**src/rtl/sft_pkg.sv**
```systemverilog
package sft_pkg;
  localparam int DATA_W  = 32;
  localparam int CNT_W   = 7;
  localparam int CWORD_W = 32;

  typedef struct packed {
    logic [DATA_W-1:0] data;
    logic              carry;
    logic              zero;
    logic              neg;
  } sft_out_t;
endpackage

```
**src/rtl/sft_count_decode.sv**
```systemverilog
module sft_count_decode #(
  parameter int CNT_W = 7
) (
  input  logic [CNT_W-1:0] cnt,
  output logic             is_neg,
  output logic             is_zero,
  output logic [CNT_W-1:0] mag
);
  // Count is two's complement; the most negative value's magnitude still fits unsigned
  always_comb begin
    is_neg  = cnt[CNT_W-1];
    is_zero = (cnt == '0);
    mag     = is_neg ? (~cnt + 1'b1) : cnt;
  end
endmodule

```
**src/rtl/sft_barrel.sv**
```systemverilog
module sft_barrel #(
  parameter int W  = 33,
  parameter int SW = 7
) (
  input  logic [W-1:0]  din,
  input  logic [SW-1:0] amt,
  output logic [W-1:0]  dout
);
  logic [W-1:0] stg [SW+1];

  assign stg[0] = din;

  // One left-shift stage per magnitude bit; weights past the width empty the word
  for (genvar k = 0; k < SW; k++) begin : g_stage
    localparam int STEP = 1 << k;
    if (STEP >= W) begin : g_flush
      assign stg[k+1] = amt[k] ? '0 : stg[k];
    end else begin : g_shift
      assign stg[k+1] = amt[k] ? {stg[k][W-1-STEP:0], {STEP{1'b0}}} : stg[k];
    end
  end

  assign dout = stg[SW];
endmodule

```
**src/rtl/bishift_unit.sv**
```systemverilog
module bishift_unit
  import sft_pkg::*;
#(
  parameter int DW = sft_pkg::DATA_W,
  parameter int CW = sft_pkg::CNT_W,
  parameter int WW = sft_pkg::CWORD_W
) (
  input  logic          clk,
  input  logic          rst_n,
  input  logic          in_valid,
  input  logic [DW-1:0] src_word,
  input  logic [WW-1:0] count_word,
  input  logic          carry_in,
  output logic          out_valid,
  output logic [DW-1:0] result,
  output logic          carry_out,
  output logic          zero_flag,
  output logic          neg_flag
);
  localparam int GW = DW + 1;  // data plus one guard bit that catches the carry

  // Reset: asserted asynchronously, released on the clock
  logic rst_meta, rst_int_n;
  always_ff @(posedge clk or negedge rst_n) begin
    if (!rst_n) begin
      rst_meta  <= 1'b0;
      rst_int_n <= 1'b0;
    end else begin
      rst_meta  <= 1'b1;
      rst_int_n <= rst_meta;
    end
  end

  logic          c_neg, c_zero;
  logic [CW-1:0] c_mag;

  sft_count_decode #(.CNT_W(CW)) u_dec (
    .cnt     (count_word[CW-1:0]),
    .is_neg  (c_neg),
    .is_zero (c_zero),
    .mag     (c_mag)
  );

  // A right shift is a left shift of the bit-reversed word
  function automatic logic [GW-1:0] rev_bits(input logic [GW-1:0] v);
    logic [GW-1:0] r;
    for (int i = 0; i < GW; i++) r[i] = v[GW-1-i];
    return r;
  endfunction

  logic [GW-1:0] bar_in, bar_out, bar_fix;

  always_comb begin
    if (c_neg) bar_in = rev_bits({src_word, 1'b0});
    else       bar_in = {1'b0, src_word};
  end

  sft_barrel #(.W(GW), .SW(CW)) u_bar (
    .din  (bar_in),
    .amt  (c_mag),
    .dout (bar_out)
  );

  assign bar_fix = c_neg ? rev_bits(bar_out) : bar_out;

  sft_out_t nxt, cur;
  logic     vld_q;

  // Next-state logic
  always_comb begin
    if (c_zero) begin
      nxt.data  = src_word;
      nxt.carry = carry_in;
    end else if (c_neg) begin
      nxt.data  = bar_fix[GW-1:1];
      nxt.carry = bar_fix[0];
    end else begin
      nxt.data  = bar_fix[DW-1:0];
      nxt.carry = bar_fix[DW];
    end
    nxt.zero = (nxt.data == '0);
    nxt.neg  = nxt.data[DW-1];
  end

  // Registers with explicit enable
  always_ff @(posedge clk or negedge rst_int_n) begin
    if (!rst_int_n) begin
      cur   <= '0;
      vld_q <= 1'b0;
    end else begin
      vld_q <= in_valid;
      if (in_valid) cur <= nxt;
    end
  end

  assign out_valid = vld_q;
  assign result    = cur.data;
  assign carry_out = cur.carry;
  assign zero_flag = cur.zero;
  assign neg_flag  = cur.neg;
endmodule

```
**config.mk**
```make
export PLATFORM = sky130hd
export DESIGN_NAME = bishift_unit
export DESIGN_NICKNAME = d
export VERILOG_FILES = /design/src/rtl/sft_pkg.sv /design/src/rtl/sft_count_decode.sv /design/src/rtl/sft_barrel.sv /design/src/rtl/bishift_unit.sv
export SDC_FILE = /design/constraint.sdc
export NUM_CORES = 1
export LEC_CHECK = 0
export BUFFER_PORTS_ARGS = -buffer_cell sky130_fd_sc_hd__buf_2
export CORE_MARGIN = 3
export CORE_UTILIZATION = 50
export CTS_BUF_LIST = sky130_fd_sc_hd__clkbuf_4
export CTS_CLUSTER_SIZE = 10
export DETAILED_ROUTE_END_ITERATION = 8
export PLACE_DENSITY_LB_ADDON = 0.08
export REMOVE_ABC_BUFFERS = 1
export SYNTH_ARGS = -nofsm -noshare
export SYNTH_HDL_FRONTEND = slang
export SYNTH_SLANG_ARGS = --single-unit
export TNS_END_PERCENT = 10
```
**constraint.sdc**
```tcl
create_clock -name clk -period 1.4 [get_ports clk]
set_clock_uncertainty 0.1 [all_clocks]
set_input_delay 0.28 -clock clk [delete_from_list [all_inputs] [get_ports clk]]
set_output_delay 0.28 -clock clk [all_outputs]
set_load 0.01 [all_outputs]
```
Yosys cells after proc, flatten, opt, wreduce, memory -nomap -nowiden
Index checks and enable logic that the tools add are counted.

storage, ports and cells
  output and inout bits = 36
  word-level logic and storage cells = 23
  bits of input ports = 68
  flip-flop bits (word level) = 38

cells by class
  mux-type cells = 12
  add/subtract/negate cells = 1
  bitwise operators = 1
  reductions and logical operators = 2

operator list
  operator                                                       number
  33-bit 2-to-1 mux                                              10
  32-bit logical NOT                                             1
  32-bit 2-to-1 mux                                              1
  7-bit by 1-bit adder with 7-bit output, second input constant  1
  7-bit logical NOT                                              1
  7-bit 2-to-1 mux                                               1
  7-bit NOT                                                      1

Longest topological paths before layout
Gate-level depths: netlist of the first run.

  depth after elaboration = 14
  depth in mapped cells = 18

Cells and area by module
Synthesis of the first run repeated with hierarchy kept, for this count alone.

unflattened totals
  cells, all modules = 424
  area, all modules = 4342.9 µm²

modules (own cells, without submodules)
  module            instances  area each (µm²)  cells an instance  sequential area each (µm²)
  bishift_unit      1          2471.1           234                925.9
  sft_barrel        1          1729.2           169                0.0
  sft_count_decode  1          142.6            21                 0.0

Worst setup path before layout of the first run
Ideal clock, no wire load.

  path kind = input -> register
  from = input port count_word[0]
  to = register cur, in the netlist zero_flag
  arrival time = 3.760 ns
  path slack = -2.563 ns
  data required time = 1.197 ns
  cell stages on the path = 16
  path through = buf_6 buf_2 buf_2 inv_1 ha_1 buf_4 and2_1 buf_4 clkbuf_1 a22oi_1 nand2_1 o221ai_1 or4b_1 a2111o_1 or3_1 o41ai_2

between the ends
  longest elaborated chain between the ends = 14

RTL lines
  element                                 RTL line                source
  start, declared                         bishift_unit.sv:12      input logic [WW-1:0] count_word,
  7-bit NOT                               sft_count_decode.sv:13  mag = is_neg ? (~cnt + 1'b1) : cnt;
  7-bit by 1-bit adder with 7-bit output  sft_count_decode.sv:13
  7-bit 2-to-1 mux                        sft_count_decode.sv:13
  33-bit 2-to-1 mux (6 in a row)          sft_barrel.sv:19        assign stg[k+1] = amt[k] ? {stg[k][W-1-STEP:0], {STEP{1'b0}}} : stg[k];
  33-bit 2-to-1 mux                       sft_barrel.sv:17        assign stg[k+1] = amt[k] ? '0 : stg[k];
  33-bit 2-to-1 mux                       bishift_unit.sv:64      assign bar_fix = c_neg ? rev_bits(bar_out) : bar_out;
  33-bit 2-to-1 mux                       bishift_unit.sv:74      end else if (c_neg) begin
  33-bit 2-to-1 mux (*)                   bishift_unit.sv:71      if (c_zero) begin
  32-bit logical NOT (*)                  bishift_unit.sv:81      nxt.zero = (nxt.data == '0);
  end signal, assigned                    bishift_unit.sv:92      if (in_valid) cur <= nxt;
  end, declared                           bishift_unit.sv:66      sft_out_t nxt, cur;

Every way passes the cells marked *; elsewhere a longest branch is shown, timed or not.
A chain may end at the register's enable or synchronous reset.

Final worst setup path of the first run
Ends and elaborated chain as after synthesis.

==> flow_summary.json, run 1 <==
{
  "worst_slack_ns": -1.85,
  "maxSlewHeadroom": 0.602,
  "synth_largest_area_cell": "dfrtp_1",
  "place_ws_ns": -2.47,
  "worstReg2RegEnd": "result[10]",
  "yosysTopAreaCellShare": 0.186,
  "cts_tree": "done",
  "gr-usage-all-layers": 0.449,
  "rows": 35,
  "die_h_um": 106,
  "via_per_inst": 7.35,
  "mostFrequentLayoutCells": "278 x buf_4, 75 x buf_2, 58 x nand2_1",
  "cp-start-kind": "primary input",
  "hpwl_um": 20100,
  "critical-path-slowest-cell": "o31ai_1",
  "cpPeakStageDelay_ns": 0.50,
  "avgSynthCellArea_um2": 7.85,
  "synth-edff-count": 0,
  "worstPathArrival_ns": 3.42,
  "max_cap_violations": 0,
  "synth_area_leaders": "dfrtp_1 19%, mux2i_1 11%, mux2_2 5.2%",
  "wl_per_cell_um": 27.4,
  "cts_buffers": 5,
  "ys_seq_area_frac": 0.186,
  "pwr_density_cell_nw_per_um2": 781,
  "dieArea_um2": 11200,
  "drv_slew": 0,
  "finalSetupViolCount": 34,
  "h-tree-depth": 2,
  "path_max_fanout": 14,
  "core_um2": 9460,
  "antenna_left": 0,
  "cp.required_ns": 1.57,
  "ys_seq_elements": 37,
  "violations": "design-rule violations, negative setup slack",
  "stdcell_count": 1098,
  "grt_pass1_wl_um": 39000,
  "clock_sinks": 37,
  "cp_cell_sequence": "buf_12 -> buf_8 -> buf_6 -> mux2i_4 -> a22oi_2 -> buf_4 -> nand2_1 -> buf_4 -> mux2_2 -> o22ai_2 -> o31ai_1 -> nand4_1 -> or3_1 -> o41ai_2",
  "netlist_area_um2": 4980,
  "drive_above_1_share": 0.550,
  "first_pass_iters": 9,
  "vias": 8070,
  "crit_path_end_kind": "register",
  "r2r-start": "result[10]",
  "max_freq_mhz": 308,
  "synthFlopType": "dfrtp_1",
  "r2r_slack_ns": 0.41,
  "hp-class": "primary input to register",
  "synthDistinctLibCells": 69,
  "gr-total-overflow": 0,
  "period_needed_ns": 3.25,
  "hold_end": "carry_out",
  "ir_drop_uv": 560,
  "status": "finished, violations left",
  "floorplan.initialDensity": 0.526,
  "hold_depth": 3,
  "post-route-drc-count": 37,
  "p_leak_nw": 3.97,
  "fp.dieW_um": 106,
  "tightest_slew_ns": 0.597,
  "grt_max_degree": 48,
  "top_level_ports": 104,
  "rsz0062_at_grt": "true",
  "p_total_w": 0.00666,
  "grt_pass1_vias": 7077,
  "worstHoldStart": "carry_in",
  "rr_worst_depth": 2,
  "layout_commonest_cell": "buf_4",
  "placedCellCount": 1067,
  "cts_root_buffer": "clkbuf_4",
  "synthArstFlopShare": 1.00,
  "antenna_found_initial": 1,
  "worstSkewPairLatency_ns": 0.37,
  "setup_tns_ns": -39.79,
  "synthCells": 634,
  "yosysWarnings": 0,
  "finalHoldViolCount": 0,
  "drt_iter0_drc": 1610,
  "path_common_cell": "buf_4",
  "cts.clk_slew.worst_paths_ns": 0.14,
  "cts_buffer_depth": 2,
  "area_growth_pct": 71.5,
  "fin_crit_sh": 2.32,
  "fin_nets": 1036,
  "worstSetupPathType": "primary input to register",
  "port_buffers": 78,
  "finalWirelength_um": 30100,
  "gp_congestion": 1.14
}
[worst max path at each step]
stage	startpoint	endpoint	cells after the start
6_report	count_word[0]	zero_flag	14
2_1_floorplan	count_word[0]	zero_flag	10
3_3_place_gp	count_word[0]	zero_flag	12
4_1_cts	count_word[0]	zero_flag	13
5_1_grt	count_word[0]	zero_flag	15
3_5_place_dp	count_word[0]	zero_flag	12
[flip-flops by register name, indices dropped and copies added, names as in the netlist]
signal / flops
result: 32
carry_out: 1
rst_meta: 1
out_valid: 1
rst_int_n: 1
zero_flag: 1
[routing by layer]
layer	track usage	part of all wire	wire, µm	vias to the layer above
li1	-	-	-	3146
met1	0.554	0.33	9940	3673
met2	0.674	0.40	12100	901
met3	0.174	0.17	5020	350
met4	0.235	0.10	3070	0
met5	0	0	0	-
[timing repair]
item | in CTS | in global routing
gates cloned | 0 | 1
hold buffers | 1 | 0
buffers inserted | 6 | 16
pin swaps | 16 | 29
hold endpoints to repair | 2 | 0
endpoints found under the setup margin | 34 | 34
gates resized for setup | 60 | 113
[per-stage QoR]
stage / utilization / cell area, µm² / hold slack, ns
final: 0.902 / 8530 / 0.0703
after global routing: 0.902 / 8530 / 0.0788
after CTS: 0.830 / 7850 / 0.0689
after detailed placement: 0.786 / 7440 / -0.0325
after global placement: 0.786 / 7440 / -0.0360
after floorplan: - / 4730 / -0.116
[Yosys cell counts (4+ instances only)]
library cell / n
a32oi_1: 16
o221ai_1: 11
nand2_1: 67
and2_1: 4
a21o_1: 4
and3_1: 10
mux2i_1: 57
a211oi_1: 4
nand2b_1: 17
buf_2: 14
o22ai_1: 20
mux2_2: 23
buf_4: 6
nand4_1: 5
nor4_1: 4
clkbuf_1: 29
nand3_1: 22
a21oi_1: 30
nor2_1: 59
o21ai_0: 23
dfrtp_1: 37
mux4_2: 11
nor3_1: 15
inv_1: 11
o211ai_1: 5
o31ai_1: 7
nor2b_1: 4
a22oi_1: 31
a221oi_1: 13
a31oi_1: 9
[final cells by class]
type | instances | area [µm²]
timing repair buffer | 379 | 2840
antenna | 1 | 2.50
tap | 129 | 161
clock buffer | 5 | 37.5
fill | 423 | 927
multi-input combinational | 533 | 4450
clock inverter | 3 | 68.8
inverter | 11 | 46.3
sequential | 37 | 926
[worst max-delay path: cells and delay by family]
family	cells	cell delay, ns
buffers and inverters	5	0.82
and+or+nand+nor	3	0.87
AOI/OAI and AO/OA	4	0.95
muxes	2	0.49
[power by group]
part	internal, W	total, W	switching, W	leakage, nW
clock network	0.000562	0.00100	0.000438	0.0558
registers	0.00119	0.00126	0.0000696	0.467
logic	0.00201	0.00440	0.00240	3.45
total	0.00376	0.00666	0.00291	3.97
[kinds of logic (layout without fill, tap and decap cells)]
kind of cell,Yosys count,after routing,share of synthesized area
and+or+nand+nor,227,227,0.220
AOI/OAI and AO/OA,205,205,0.299
muxes,93,93,0.224
buffers and inverters,64,398,0.0578
DFF,37,37,0.186
xor gates and xnor gates,6,6,0.0106
adders and majority gates,1,1,0.00251
other,1,2,0.000754
Note: power is estimated with default switching activity, not from simulation.
==> run 2, diff against run 1 <==
--- a/config.mk
+++ b/config.mk
@@ -11,7 +11,7 @@
 export CTS_BUF_LIST = sky130_fd_sc_hd__clkbuf_4
 export CTS_CLUSTER_SIZE = 10
 export DETAILED_ROUTE_END_ITERATION = 8
-export PLACE_DENSITY_LB_ADDON = 0.08
+export PLACE_DENSITY = 0.74
 export REMOVE_ABC_BUFFERS = 1
 export SYNTH_ARGS = -nofsm -noshare
 export SYNTH_HDL_FRONTEND = slang
==> flow_summary.json, run 2 (same netlist as run 1, synthesis figures left out) <==
{
  "rows": 35,
  "stdcell_count": 1097,
  "wl_per_cell_um": 28.2,
  "ir_drop_uv": 645,
  "finalHoldViolCount": 0,
  "cts_buffer_depth": 2,
  "fp.dieW_um": 106,
  "grt_pass1_wl_um": 40500,
  "via_per_inst": 7.38,
  "drv_slew": 0,
  "layout_commonest_cell": "buf_4",
  "grt_max_degree": 48,
  "worstReg2RegEnd": "result[10]",
  "crit_path_end_kind": "register",
  "path_max_fanout": 12,
  "max_cap_violations": 0,
  "p_total_w": 0.00643,
  "multi_input_area_um2": 4550,
  "max_freq_mhz": 308,
  "top_level_ports": 104,
  "regArea_um2": 926,
  "n_fill_cell": 439,
  "rr_worst_depth": 2,
  "clock_sinks": 37,
  "r2r-start": "result[10]",
  "placed_area_um2": 7360,
  "antenna_left": 0,
  "gr-usage-all-layers": 0.465,
  "status": "finished, violations left",
  "hold_depth": 3,
  "worstPathArrival_ns": 3.43,
  "place_ws_ns": -2.22,
  "h-tree-depth": 2,
  "p_leak_nw": 4.00,
  "diodes": 0,
  "largest_reg_flops": 32,
  "r2r_slack_ns": 0.44,
  "die_h_um": 106,
  "fin_crit_sh": 2.32,
  "rsz0062_at_grt": "true",
  "dieArea_um2": 11200,
  "period_needed_ns": 3.25,
  "finalSetupViolCount": 34,
  "worstHoldStart": "carry_in",
  "maxSlewHeadroom": 0.400,
  "floorplan.initialDensity": 0.526,
  "cts_tree": "done",
  "fin_nets": 1036,
  "vias": 8095,
  "violations": "design-rule violations, negative setup slack",
  "mostFrequentLayoutCells": "269 x buf_4, 76 x buf_2, 57 x nand2_1",
  "worst_slack_ns": -1.85,
  "tightest_slew_ns": 0.894,
  "drt_iter0_drc": 1654,
  "cts_root_buffer": "clkbuf_4",
  "area_growth_pct": 72.9,
  "cts_buffers": 5,
  "cp-start-kind": "primary input",
  "finalWirelength_um": 30900,
  "antenna_found_initial": 0,
  "worstSetupPathType": "primary input to register",
  "placedCellCount": 1057,
  "pwr_density_cell_nw_per_um2": 748,
  "final_area_um2": 8610,
  "core_um2": 9460,
  "cts.clk_slew.worst_paths_ns": 0.14,
  "hp-class": "primary input to register",
  "gp_congestion": 1.21,
  "first_pass_iters": 9,
  "hold_end": "carry_out",
  "post-route-drc-count": 91,
  "port_buffers": 78,
  "gr-total-overflow": 0,
  "worstSkewPairLatency_ns": 0.36,
  "hpwl_um": 20100,
  "drive_above_1_share": 0.566,
  "timing.hold.ws_ns": 0.0621,
  "cp.required_ns": 1.58,
  "grt_pass1_vias": 7405
}
-- run 2: cell count changes in the layout (fill, tap and decap cells not counted), moves of 4 or more --
cell / delta
buf_4: -9
buf_6: +9
o21ai_1: -7
mux2i_4: +5
nor2_2: -5
a221oi_1: +4
nand3_1: -4
nand3_2: +4
o21ai_2: +4
-- run 2: worst max path at each step --
stage | depth (start not counted) | from | end | slack [ns]
3_5_place_dp | 13 | count_word[0] | zero_flag | -2.22
3_3_place_gp | 13 | count_word[0] | zero_flag | -2.14
5_1_grt | 11 | count_word[0] | zero_flag | -1.81
6_report | 11 | count_word[0] | zero_flag | -1.85
2_1_floorplan | 10 | count_word[0] | zero_flag | -2.79
4_1_cts | 13 | count_word[0] | zero_flag | -1.66
-- run 2: per-stage QoR --
stage / TNS, ns / util
after floorplan: -65.50 / -
after global placement: -54.79 / 0.778
after detailed placement: -56.37 / 0.778
after CTS: -34.00 / 0.847
after global routing: -41.15 / 0.910
final: -39.85 / 0.910
-- run 2: final cells by class --
class | instances | area share
multi-input combinational | 533 | 0.529
sequential | 37 | 0.108
inverter | 11 | 0.00538
clock buffer | 5 | 0.00436
timing repair buffer | 379 | 0.333
clock inverter | 3 | 0.00247
tap | 129 | 0.0188
-- run 2: worst max-delay path, cell delays in order --
cell      delay (ns)
buf_8           0.09
buf_12          0.17
xor2_1          0.26
mux2_1          0.50
o21ai_2         0.24
mux2i_1         0.16
a21o_1          0.25
or4b_4          0.57
a2111o_1        0.37
or3_1           0.33
o41ai_2         0.21
-- run 2: timing repair --
action | CTS | global route
gates cloned | 0 | 1
buffers inserted | 8 | 22
gates resized for setup | 116 | 88
endpoints found under the setup margin | 34 | 34
hold endpoints to repair | 2 | 0
hold buffers | 1 | 0
pin swaps | 29 | 35
-- run 2: power breakdown --
group	internal, W	switching, W
combinational	0.00207	0.00246
clock	0.000199	0.000443
sequential	0.00119	0.0000701
-- run 2: layer usage --
layer | routed length, µm | share of wire | vias up | track usage
met2 | 12500 | 0.40 | 906 | 0.703
met5 | 0 | 0 | - | 0.0286
li1 | - | - | 3145 | -
met1 | 10100 | 0.33 | 3671 | 0.573
met4 | 3300 | 0.11 | 0 | 0.273
met3 | 5040 | 0.16 | 373 | 0.154
